**src/rtl/fpu_dec_pkg.sv**
```systemverilog
package fpu_dec_pkg;

  localparam int WORD_W = 16;
  localparam int FLD_W  = 4;
  localparam int IDX_W  = FLD_W + 1;
  localparam int OP_W   = 6;

  typedef enum logic [OP_W-1:0] {
    OP_NOP, OP_ADD, OP_SUB, OP_MUL, OP_DIV, OP_CMP_EQ, OP_CMP_GT,
    OP_LD_IDX, OP_ST_IDX, OP_LD_IND, OP_LD_INC, OP_ST_IND, OP_ST_DEC,
    OP_MOV_RR, OP_MAC,
    OP_FROM_XR, OP_TO_XR, OP_ITOF, OP_FTOI, OP_NEG, OP_ABS, OP_SQRT,
    OP_RSQRT, OP_LD_ZERO, OP_LD_ONE, OP_S2D, OP_D2S, OP_IPROD,
    OP_MODE_FLIP, OP_MTRANS, OP_SINCOS,
    OP_SYS_TO_R, OP_R_TO_SYS, OP_SYS_ST_DEC, OP_SYS_LD_INC
  } op_e;

  typedef enum logic [1:0] {
    FLIP_SIZE = 2'd0,
    FLIP_PREC = 2'd1,
    FLIP_BANK = 2'd2,
    FLIP_NONE = 2'd3
  } flip_e;

  typedef struct packed {
    op_e   op;
    logic  ill;
    logic  ext_n;     // n field follows pair-extension rule
    logic  ext_m;     // m field follows pair-extension rule
    logic  prec_dep;  // width follows precision bit
    logic  size_dep;  // width follows transfer-size bit
    logic  flip_en;
    flip_e flip_sel;
    logic  xr_sel;
    logic  tbit_we;
    logic  tbit_gt;
  } dec_t;

  function automatic dec_t dec_blank();
    dec_t d;
    d          = '0;
    d.op       = OP_NOP;
    d.flip_sel = FLIP_NONE;
    return d;
  endfunction

  function automatic dec_t dec_illegal();
    dec_t d;
    d     = dec_blank();
    d.ill = 1'b1;
    return d;
  endfunction

endpackage

```
**src/rtl/fpdec_unary.sv**
```systemverilog
module fpdec_unary
  import fpu_dec_pkg::*;
(
  input  logic [FLD_W-1:0] fld_n,
  input  logic [FLD_W-1:0] fld_m,
  output dec_t             dec
);

  always_comb begin
    dec = dec_blank();
    unique case (fld_m)
      4'h0: dec.op = OP_FROM_XR;
      4'h1: dec.op = OP_TO_XR;
      4'h2: begin dec.op = OP_ITOF; dec.prec_dep = 1'b1; end
      4'h3: begin dec.op = OP_FTOI; dec.prec_dep = 1'b1; end
      4'h4: dec.op = OP_NEG;
      4'h5: dec.op = OP_ABS;
      4'h6: dec.op = OP_SQRT;
      4'h7: dec.op = OP_RSQRT;
      4'h8: dec.op = OP_LD_ZERO;
      4'h9: dec.op = OP_LD_ONE;
      4'hA: dec.op = OP_S2D;
      4'hB: dec.op = OP_D2S;
      4'hE: dec.op = OP_IPROD;
      4'hF: begin
        // extended leaf: n picks flip, transform or sine/cosine
        if (fld_n[1:0] == 2'b11) begin
          dec.op       = OP_MODE_FLIP;
          dec.flip_sel = flip_e'(fld_n[3:2]);
          dec.flip_en  = (fld_n[3:2] != 2'b11);
        end else if (fld_n[1:0] == 2'b01) begin
          dec.op = OP_MTRANS;
        end else begin
          dec.op = OP_SINCOS;
        end
      end
      default: dec = dec_illegal();
    endcase
  end

endmodule

```
**src/rtl/fpdec_arith.sv**
```systemverilog
module fpdec_arith
  import fpu_dec_pkg::*;
(
  input  logic [FLD_W-1:0] fld_n,
  input  logic [FLD_W-1:0] fld_m,
  input  logic [FLD_W-1:0] fld_x,
  output dec_t             dec
);

  dec_t dec_un;

  fpdec_unary u_unary (
    .fld_n (fld_n),
    .fld_m (fld_m),
    .dec   (dec_un)
  );

  always_comb begin
    dec = dec_blank();
    unique case (fld_x)
      4'h0: begin dec.op = OP_ADD; dec.prec_dep = 1'b1; end
      4'h1: begin dec.op = OP_SUB; dec.prec_dep = 1'b1; end
      4'h2: begin dec.op = OP_MUL; dec.prec_dep = 1'b1; end
      4'h3: begin dec.op = OP_DIV; dec.prec_dep = 1'b1; end
      4'h4: begin
        dec.op = OP_CMP_EQ; dec.prec_dep = 1'b1; dec.tbit_we = 1'b1;
      end
      4'h5: begin
        dec.op = OP_CMP_GT; dec.prec_dep = 1'b1; dec.tbit_we = 1'b1;
        dec.tbit_gt = 1'b1;
      end
      4'h6: begin dec.op = OP_LD_IDX; dec.size_dep = 1'b1; dec.ext_n = 1'b1; end
      4'h7: begin dec.op = OP_ST_IDX; dec.size_dep = 1'b1; dec.ext_m = 1'b1; end
      4'h8: begin dec.op = OP_LD_IND; dec.size_dep = 1'b1; dec.ext_n = 1'b1; end
      4'h9: begin dec.op = OP_LD_INC; dec.size_dep = 1'b1; dec.ext_n = 1'b1; end
      4'hA: begin dec.op = OP_ST_IND; dec.size_dep = 1'b1; dec.ext_m = 1'b1; end
      4'hB: begin dec.op = OP_ST_DEC; dec.size_dep = 1'b1; dec.ext_m = 1'b1; end
      4'hC: begin
        dec.op = OP_MOV_RR; dec.size_dep = 1'b1;
        dec.ext_n = 1'b1; dec.ext_m = 1'b1;
      end
      4'hD: dec = dec_un;
      4'hE: dec.op = OP_MAC;
      default: dec = dec_illegal();
    endcase
  end

endmodule

```
**src/rtl/fpdec_sys.sv**
```systemverilog
module fpdec_sys
  import fpu_dec_pkg::*;
(
  input  logic [FLD_W-1:0]   hi_nib,
  input  logic [2*FLD_W-1:0] lo_byte,
  output dec_t               dec
);

  always_comb begin
    dec = dec_blank();
    unique case ({hi_nib, lo_byte})
      12'h05A, 12'h06A: dec.op = OP_SYS_TO_R;
      12'h45A, 12'h46A: dec.op = OP_R_TO_SYS;
      12'h452, 12'h462: dec.op = OP_SYS_ST_DEC;
      12'h456, 12'h466: dec.op = OP_SYS_LD_INC;
      default:          dec.ill = 1'b1;
    endcase
    if (!dec.ill) dec.xr_sel = lo_byte[4];
  end

endmodule

```
**src/rtl/fpdec_index.sv**
```systemverilog
module fpdec_index
  import fpu_dec_pkg::*;
(
  input  logic [FLD_W-1:0] fld,
  input  logic             bank,
  input  logic             pair_ext,
  output logic [IDX_W-1:0] eff
);

  logic odd_ext;

  assign odd_ext = pair_ext & fld[0];
  assign eff     = {bank ^ odd_ext, fld[FLD_W-1:1], fld[0] & ~pair_ext};

endmodule

```
**src/rtl/fpu_op_decode.sv**
```systemverilog
module fpu_op_decode
  import fpu_dec_pkg::*;
#(
  parameter int MODE_W   = 22,
  parameter int SIZE_POS = 20,
  parameter int PREC_POS = 19,
  parameter int BANK_POS = 21
) (
  input  logic              clk,
  input  logic              rst_n,
  input  logic              in_valid,
  output logic              in_ready,
  input  logic [WORD_W-1:0] in_word,
  input  logic              mode_size,
  input  logic              mode_prec,
  input  logic              mode_bank,
  output logic              out_valid,
  input  logic              out_ready,
  output logic [OP_W-1:0]   op,
  output logic [FLD_W-1:0]  rn,
  output logic [FLD_W-1:0]  rm,
  output logic [IDX_W-1:0]  fn_sel,
  output logic [IDX_W-1:0]  fm_sel,
  output logic              wide,
  output logic              xr_sel,
  output logic              tbit_we,
  output logic              tbit_gt,
  output logic [MODE_W-1:0] mode_flip,
  output logic              illegal
);

  localparam int NUM_FLD = 2;

  logic [FLD_W-1:0] fld_n, fld_m, fld_x, fld_top;
  logic             is_arith;
  dec_t             dec_a, dec_s, dec_c;
  logic             wide_c;
  logic [MODE_W-1:0] flip_c;
  logic [FLD_W-1:0] fld_arr [NUM_FLD];
  logic             ext_arr [NUM_FLD];
  logic [IDX_W-1:0] eff_arr [NUM_FLD];
  logic             take;

  op_e              op_q;

  assign fld_top  = in_word[WORD_W-1 -: FLD_W];
  assign fld_n    = in_word[3*FLD_W-1 -: FLD_W];
  assign fld_m    = in_word[2*FLD_W-1 -: FLD_W];
  assign fld_x    = in_word[FLD_W-1:0];
  assign is_arith = (fld_top == {FLD_W{1'b1}});

  fpdec_arith u_arith (
    .fld_n (fld_n),
    .fld_m (fld_m),
    .fld_x (fld_x),
    .dec   (dec_a)
  );

  fpdec_sys u_sys (
    .hi_nib  (fld_top),
    .lo_byte (in_word[2*FLD_W-1:0]),
    .dec     (dec_s)
  );

  assign dec_c  = is_arith ? dec_a : dec_s;
  assign wide_c = (dec_c.prec_dep & mode_prec) | (dec_c.size_dep & mode_size);

  assign fld_arr[0] = fld_n;
  assign fld_arr[1] = fld_m;
  assign ext_arr[0] = dec_c.ext_n & mode_size;
  assign ext_arr[1] = dec_c.ext_m & mode_size;

  for (genvar g = 0; g < NUM_FLD; g++) begin : g_idx
    fpdec_index u_idx (
      .fld      (fld_arr[g]),
      .bank     (mode_bank),
      .pair_ext (ext_arr[g]),
      .eff      (eff_arr[g])
    );
  end

  always_comb begin
    flip_c = '0;
    if (dec_c.flip_en) begin
      unique case (dec_c.flip_sel)
        FLIP_SIZE: flip_c[SIZE_POS] = 1'b1;
        FLIP_PREC: flip_c[PREC_POS] = 1'b1;
        FLIP_BANK: flip_c[BANK_POS] = 1'b1;
        default:   flip_c = '0;
      endcase
    end
  end

  // single output stage with pass-through ready
  assign in_ready = !out_valid || out_ready;
  assign take     = in_valid && in_ready;

  always_ff @(posedge clk or negedge rst_n) begin
    if (!rst_n) begin
      out_valid <= 1'b0;
      op_q      <= OP_NOP;
      rn        <= '0;
      rm        <= '0;
      fn_sel    <= '0;
      fm_sel    <= '0;
      wide      <= 1'b0;
      xr_sel    <= 1'b0;
      tbit_we   <= 1'b0;
      tbit_gt   <= 1'b0;
      mode_flip <= '0;
      illegal   <= 1'b0;
    end else if (take) begin
      out_valid <= 1'b1;
      op_q      <= dec_c.op;
      rn        <= fld_n;
      rm        <= fld_m;
      fn_sel    <= eff_arr[0];
      fm_sel    <= eff_arr[1];
      wide      <= wide_c;
      xr_sel    <= dec_c.xr_sel;
      tbit_we   <= dec_c.tbit_we;
      tbit_gt   <= dec_c.tbit_gt;
      mode_flip <= flip_c;
      illegal   <= dec_c.ill;
    end else if (out_ready) begin
      out_valid <= 1'b0;
    end
  end

  assign op = op_q;


  accept_to_valid_chk: assert property (@(posedge clk) disable iff (!rst_n)
    in_valid && in_ready |=> out_valid);


  stall_hold_chk: assert property (@(posedge clk) disable iff (!rst_n)
    out_valid && !out_ready |=> out_valid && $stable(op_q) && $stable(rn) &&
    $stable(rm) && $stable(fn_sel) && $stable(fm_sel) && $stable(mode_flip) &&
    $stable(illegal));


  illegal_is_nop_chk: assert property (@(posedge clk) disable iff (!rst_n)
    out_valid && illegal |-> op_q == OP_NOP && !tbit_we && !wide && !xr_sel &&
    mode_flip == '0);


  flip_onehot_chk: assert property (@(posedge clk) disable iff (!rst_n)
    out_valid |-> $onehot0(mode_flip));


  flip_only_op_chk: assert property (@(posedge clk) disable iff (!rst_n)
    out_valid && mode_flip != '0 |-> op_q == OP_MODE_FLIP);


  tbit_cmp_only_chk: assert property (@(posedge clk) disable iff (!rst_n)
    out_valid && (tbit_we || tbit_gt) |-> op_q inside {OP_CMP_EQ, OP_CMP_GT});


  xr_sys_only_chk: assert property (@(posedge clk) disable iff (!rst_n)
    out_valid && xr_sel |->
    op_q inside {OP_SYS_TO_R, OP_R_TO_SYS, OP_SYS_ST_DEC, OP_SYS_LD_INC});

endmodule

```
**config.mk**
```make
export PLATFORM = sky130hd
export DESIGN_NAME = fpu_op_decode
export DESIGN_NICKNAME = d
export VERILOG_FILES = /design/src/rtl/fpu_dec_pkg.sv /design/src/rtl/fpdec_unary.sv /design/src/rtl/fpdec_arith.sv /design/src/rtl/fpdec_sys.sv /design/src/rtl/fpdec_index.sv /design/src/rtl/fpu_op_decode.sv
export SDC_FILE = /design/constraint.sdc
export NUM_CORES = 1
export LEC_CHECK = 0
export ABC_AREA = 1
export BUFFER_PORTS_ARGS = -buffer_cell sky130_fd_sc_hd__buf_2
export CAP_MARGIN = 20
export CELL_PAD_IN_SITES_DETAIL_PLACEMENT = 1
export CELL_PAD_IN_SITES_GLOBAL_PLACEMENT = 2
export CORE_UTILIZATION = 22
export DETAILED_ROUTE_END_ITERATION = 10
export PLACE_DENSITY_LB_ADDON = 0.15
export RECOVER_POWER = 25
export SLEW_MARGIN = 20
export SYNTH_ARGS = -nofsm -noshare
export SYNTH_HDL_FRONTEND = slang
export SYNTH_SLANG_ARGS = --single-unit
```
**constraint.sdc**
```tcl
create_clock -name clk -period 1.1 [get_ports clk]
set_input_delay 0.22 -clock clk [delete_from_list [all_inputs] [get_ports clk]]
set_output_delay 0.22 -clock clk [all_outputs]
set_load 0.05 [all_outputs]
```
## Word-level counts from Yosys, hierarchy flattened

Index checks and enable logic that the tools add are counted.

- Register bits: 52
- Bits of input ports: 23
- Output and inout port bits: 53
- Word-level logic and storage cells: 112

- Equality and inequality tests: 41
- Muxes and demuxes: 26
- Bitwise gates (word level): 13
- Reduce and logical (&&, ||, !) cells: 20

Operators with widths:

| cell | count |
|---|---|
| $pmux W6 S15 | 1 |
| $pmux W6 S14 | 1 |
| $eq A12 B11 Y1 const B | 6 |
| $eq A4 B4 Y1 const B | 14 |
| $eq A4 B3 Y1 const B | 8 |
| $reduce_or A14 Y1 | 2 |
| $eq A12 B7 Y1 const B | 2 |
| $pmux W6 S4 | 1 |
| $mux W22 | 1 |
| $mux W17 | 1 |
| $eq A4 B2 Y1 const B | 4 |
| $reduce_or A2 Y1 | 6 |
| $mux W1 | 11 |
| $mux W3 | 3 |
| $and A1 B1 Y1 | 8 |
| $eq A4 B1 Y1 const B | 2 |
| $logic_not A4 Y1 | 2 |
| $pmux W1 S2 | 4 |
| $reduce_or A4 Y1 | 2 |
| $reduce_or A8 Y1 | 1 |
| $reduce_or A7 Y1 | 1 |
| $mux W6 | 1 |
| $reduce_or A6 Y1 | 1 |
| $eq A2 B1 Y1 const B | 2 |
| 12 further kinds | 15 |

## Depth between registers and ports, before layout

- Depth after elaboration: 9
- Depth in mapped cells: 10
- Mapped depth without buffers: 10

## Hierarchy

Synthesis repeated with hierarchy kept, for this count alone.

- Cells, all modules: 405
- Area total of the unflattened synthesis: 2651.3 um^2

By module, submodules not included:

| module | times used | cells each | area each (um^2) | seq. area each (um^2) |
|---|---|---|---|---|
| fpu_op_decode | 1 | 216 | 1712.9 | 825.8 |
| fpdec_arith | 1 | 76 | 332.8 | 0.0 |
| fpdec_sys | 1 | 45 | 271.5 | 0.0 |
| fpdec_unary | 1 | 48 | 234.0 | 0.0 |
| fpdec_index | 2 | 10 | 50.0 | 0.0 |

## Least setup slack after synthesis

No wires, ideal clock.

- Path type: flip-flop to flip-flop
- From: register out_valid
- To: register op_q[1], in the netlist op[1]
- Setup time: 124 ps
- Data arrival time: 1354 ps
- Data required time: 976 ps
- Setup slack: -378 ps
- Stages on the path, launching flop included: 6
- Path buffers: 1
- Period minus slack after synthesis: 1478 ps
- Cells stage by stage: dfrtp_1 > a21oi_1 > inv_1 > buf_2 > a22oi_1 > nand2_1

- Word-level cells in the longest chain between the ends: 3

RTL lines:

| element | RTL line | RTL |
|---|---|---|
| start, declared | fpu_op_decode.sv:17 | `output logic out_valid,` |
| start signal, assigned | fpu_op_decode.sv:100 | `out_valid <= 1'b0;` |
| start signal, assigned | fpu_op_decode.sv:113 | `out_valid <= 1'b1;` |
| start signal, assigned | fpu_op_decode.sv:126 | `out_valid <= 1'b0;` |
| $logic_not A1 Y1 | fpu_op_decode.sv:95 | `assign in_ready = !out_valid \|\| out_ready;` |
| $logic_or A1 B1 Y1 | fpu_op_decode.sv:95 |  |
| $logic_and A1 B1 Y1 | fpu_op_decode.sv:96 | `assign take = in_valid && in_ready;` |
| end signal, assigned | fpu_op_decode.sv:114 | `op_q <= dec_c.op;` |
| end, declared | fpu_op_decode.sv:44 | `op_e op_q;` |

No other way between the ends.
A chain may end at the register's enable or synchronous reset.

## Worst setup path after layout

- From: register out_valid
- To: register tbit_gt

- Word-level cells in the longest chain between the ends: 3

RTL lines:

| element | RTL line | RTL |
|---|---|---|
| $logic_not A1 Y1 | fpu_op_decode.sv:95 |  |
| $logic_or A1 B1 Y1 | fpu_op_decode.sv:95 |  |
| $logic_and A1 B1 Y1 | fpu_op_decode.sv:96 |  |
| end signal, assigned | fpu_op_decode.sv:122 | `tbit_gt <= dec_c.tbit_gt;` |
| end, declared | fpu_op_decode.sv:27 | `output logic tbit_gt,` |

No other way between the ends.

==> impl_metrics.tcl <==
set metrics [dict create \
    yosys.area_share.simple_pct 33.7 \
    finalSetupTns_ps -1340 \
    share_comb_of_total_power_pct 44.4 \
    start_util_pct 23.1 \
    internal_power_mw 1.83 \
    rows 32 \
    crit_fanout 6 \
    fillers 981 \
    clockBufferDepth 2 \
    portBuffers 56 \
    design_area_um2 2840 \
    syn_area_per_cell_um2 7.10 \
    path_clk_slew_ps 100 \
    violations "setup timing" \
    outcome "finished, violations left" \
    netSwitchingPower_mw 1.32 \
    clockRootBuffer "clkbuf_8" \
    p_leak_nw 1.51 \
    dp_slack_ps -291 \
    maxCapViolations 0 \
    peakVddDrop_v 0.000374 \
    final_common_cell "nand2_1" \
    fp.dieH_um 92.7 \
    globalplace.congestion 0.804 \
    antennaDiodeCount 0 \
    required_ps 1300 \
    synthTopCellsByArea "dfrtp_1, nand2_1, buf_4" \
    die_area_um2 8590 \
    synth_mux_area_share_pct 0 \
    synth-async-reset-ratio_pct 100 \
    synth_xor_area_share_pct 0 \
    fin_ws_ps -89.5 \
    antenna_found_initial 0 \
    swShare_pct 42.0 \
    clock_latency_ps 280 \
    power_frac_clock_pct 18.8 \
    grt-ovfl-total 0 \
    cts_made_buffers 3 \
    syn_inst 255 \
    start_kind "flop" \
    drtPass1Iterations 4 \
    ys_seq_area_share_pct 37.3 \
    ys_seq_elements 27 \
    viasPerCell 4.08 \
    nNetsFinal 377 \
    vias 1856 \
    max_clock_freq_ghz 0.841 \
    hpwl_um 4580 \
    rsz0062_at_grt "yes" \
    ys.flop_type "dfrtp_1" \
    hold_viol_final 0 \
    period_share_pct 108 \
    seqCellArea_um2 684 \
    crit_type "reg -> reg" \
    drtIter0Drc 36 \
    grt_max_degree 28 \
    drc_errors 0 \
    power.density_nw_per_um2 1110 \
    synth.distinct_cells 32 \
    grt_pass1_vias 1860 \
    synth_edf_count 0 \
    cts_sinks 27 \
    grt_use_total_pct 14.1 \
    hold_class "in -> reg" \
    fin_crit_ps 1190 \
    core_area_um2 7850 \
    h-tree-depth 1 \
    cts_tree "yes" \
    multi_input_area_um2 961 \
    io_pins 76 \
    syn_area_um2 1810 \
    syn2layout_area_growth_pct 57.0 \
    postLayoutCoreUtil_pct 36.2 \
    grt_pass1_wl_um 9360 \
    setup_viol 31 \
    wire_per_inst_um 12.5 \
    worstPathArrival_ps 1390 \
    p_total_mw 3.14 \
    die_x_um 92.7 \
    synth_top_family_by_area "simple AND/OR/NAND/NOR gates" \
    synth_top_area_share_pct 37.3 \
    drtAntennaViolNets 0 \
    dpl_cell_area_um2 2410 \
    drive_above_1_share_pct 45.3 \
    yosysWarningCount 0 \
    yosysTopAreaCell "dfrtp_1" \
    synth-compound-area-share_pct 10.8 \
    routed_wl_um 5710 \
    yosys.area_share.adder_pct 0 \
    skew_ps 3.09 \
    end_kind "flop" \
    slew_violations 0 \
    power_frac_seq_pct 36.8 \
    final_cell_mix "nand2_1, buf_4, buf_6" \
]
## final cells by class
type	count	area share (%)
Clock inverter	1	0.176
Multi-Input combinational cell	186	33.8
Tap cell	102	4.49
Clock buffer	3	1.45
Sequential cell	27	24.1
Timing Repair Buffer	105	31.6
Inverter	31	4.36
## registers in the layout, indices dropped and copies added (netlist names), 3 cells and up
signal,cells
fm_sel,3
fn_sel,3
mode_flip,3
op,6
rm,3
rn,3
## Yosys cell counts (3+ instances only)
cell type,count
o31ai_1,3
nor2_4,3
dfrtp_1,27
inv_2,7
inv_1,22
nand3_1,10
o21ai_0,12
nor2_1,26
nand2_2,4
buf_4,26
nand2_1,77
nand4_1,7
a21oi_1,8
nand3_2,3
## cell families (layout without fill, tap and decap cells)
group | Yosys count | in the layout
flops | 27 | 27
buf+inv | 60 | 140
simple gates | 135 | 135
compound gates | 32 | 32
other cells | 1 | 19
## what timing repair did
| item | in CTS | in global routing |
|---|---|---|
| hold buffers | 1 | 0 |
| gates resized for setup | 71 | 19 |
| buffers inserted | 5 | 8 |
| gates cloned | 0 | 0 |
| setup endpoints to repair | 58 | 58 |
| pin swaps | 6 | 8 |
| hold endpoints to repair | 27 | 0 |
## critical path, cell delays in order (launching register included)
cell     delay [ps]
dfrtp_2         450
a21oi_4         200
buf_12          160
nand2_8          70
o31ai_2         220
## final timing paths
check | from | end | slack [ps] | cells past startpoint
max | out_valid | tbit_gt | -90 | 4
max reg2reg | out_valid | tbit_gt | -90 | 4
min | in_valid | out_valid | 160 | 3
min in group asynchronous | rst_n | rm[0] | 520 | 3
min reg2reg | rn[0] | rn[0] | 510 | 2
max in group asynchronous | rst_n | out_valid | 280 | 3
## metrics by stage
step	hold WS, ps	instances
2_1_floorplan	-75.6	273
3_3_place_gp	184	437
3_5_place_dp	186	437
4_1_cts	162	447
5_1_grt	179	455
6_report	164	455
## power by group through the flow
stage | combinational [mW] | sequential (mW) | clock, mW
2_1_floorplan | 0.606 | 1.45 | 0
3_3_place_gp | 1.18 | 1.15 | 0
3_5_place_dp | 1.19 | 1.15 | 0
4_1_cts | 1.35 | 1.15 | 0.628
5_1_grt | 1.49 | 1.17 | 0.653
6_report | 1.40 | 1.16 | 0.590
## metal layers
layer,routed length [um],part of all wire [%],GRT usage (%)
met1,2740,48,18.8
met2,2690,47,23.8
met3,201,3.5,1.48
met4,82,1.4,4.23
met5,0,0,0
Note: power is estimated with default switching activity, not from simulation.
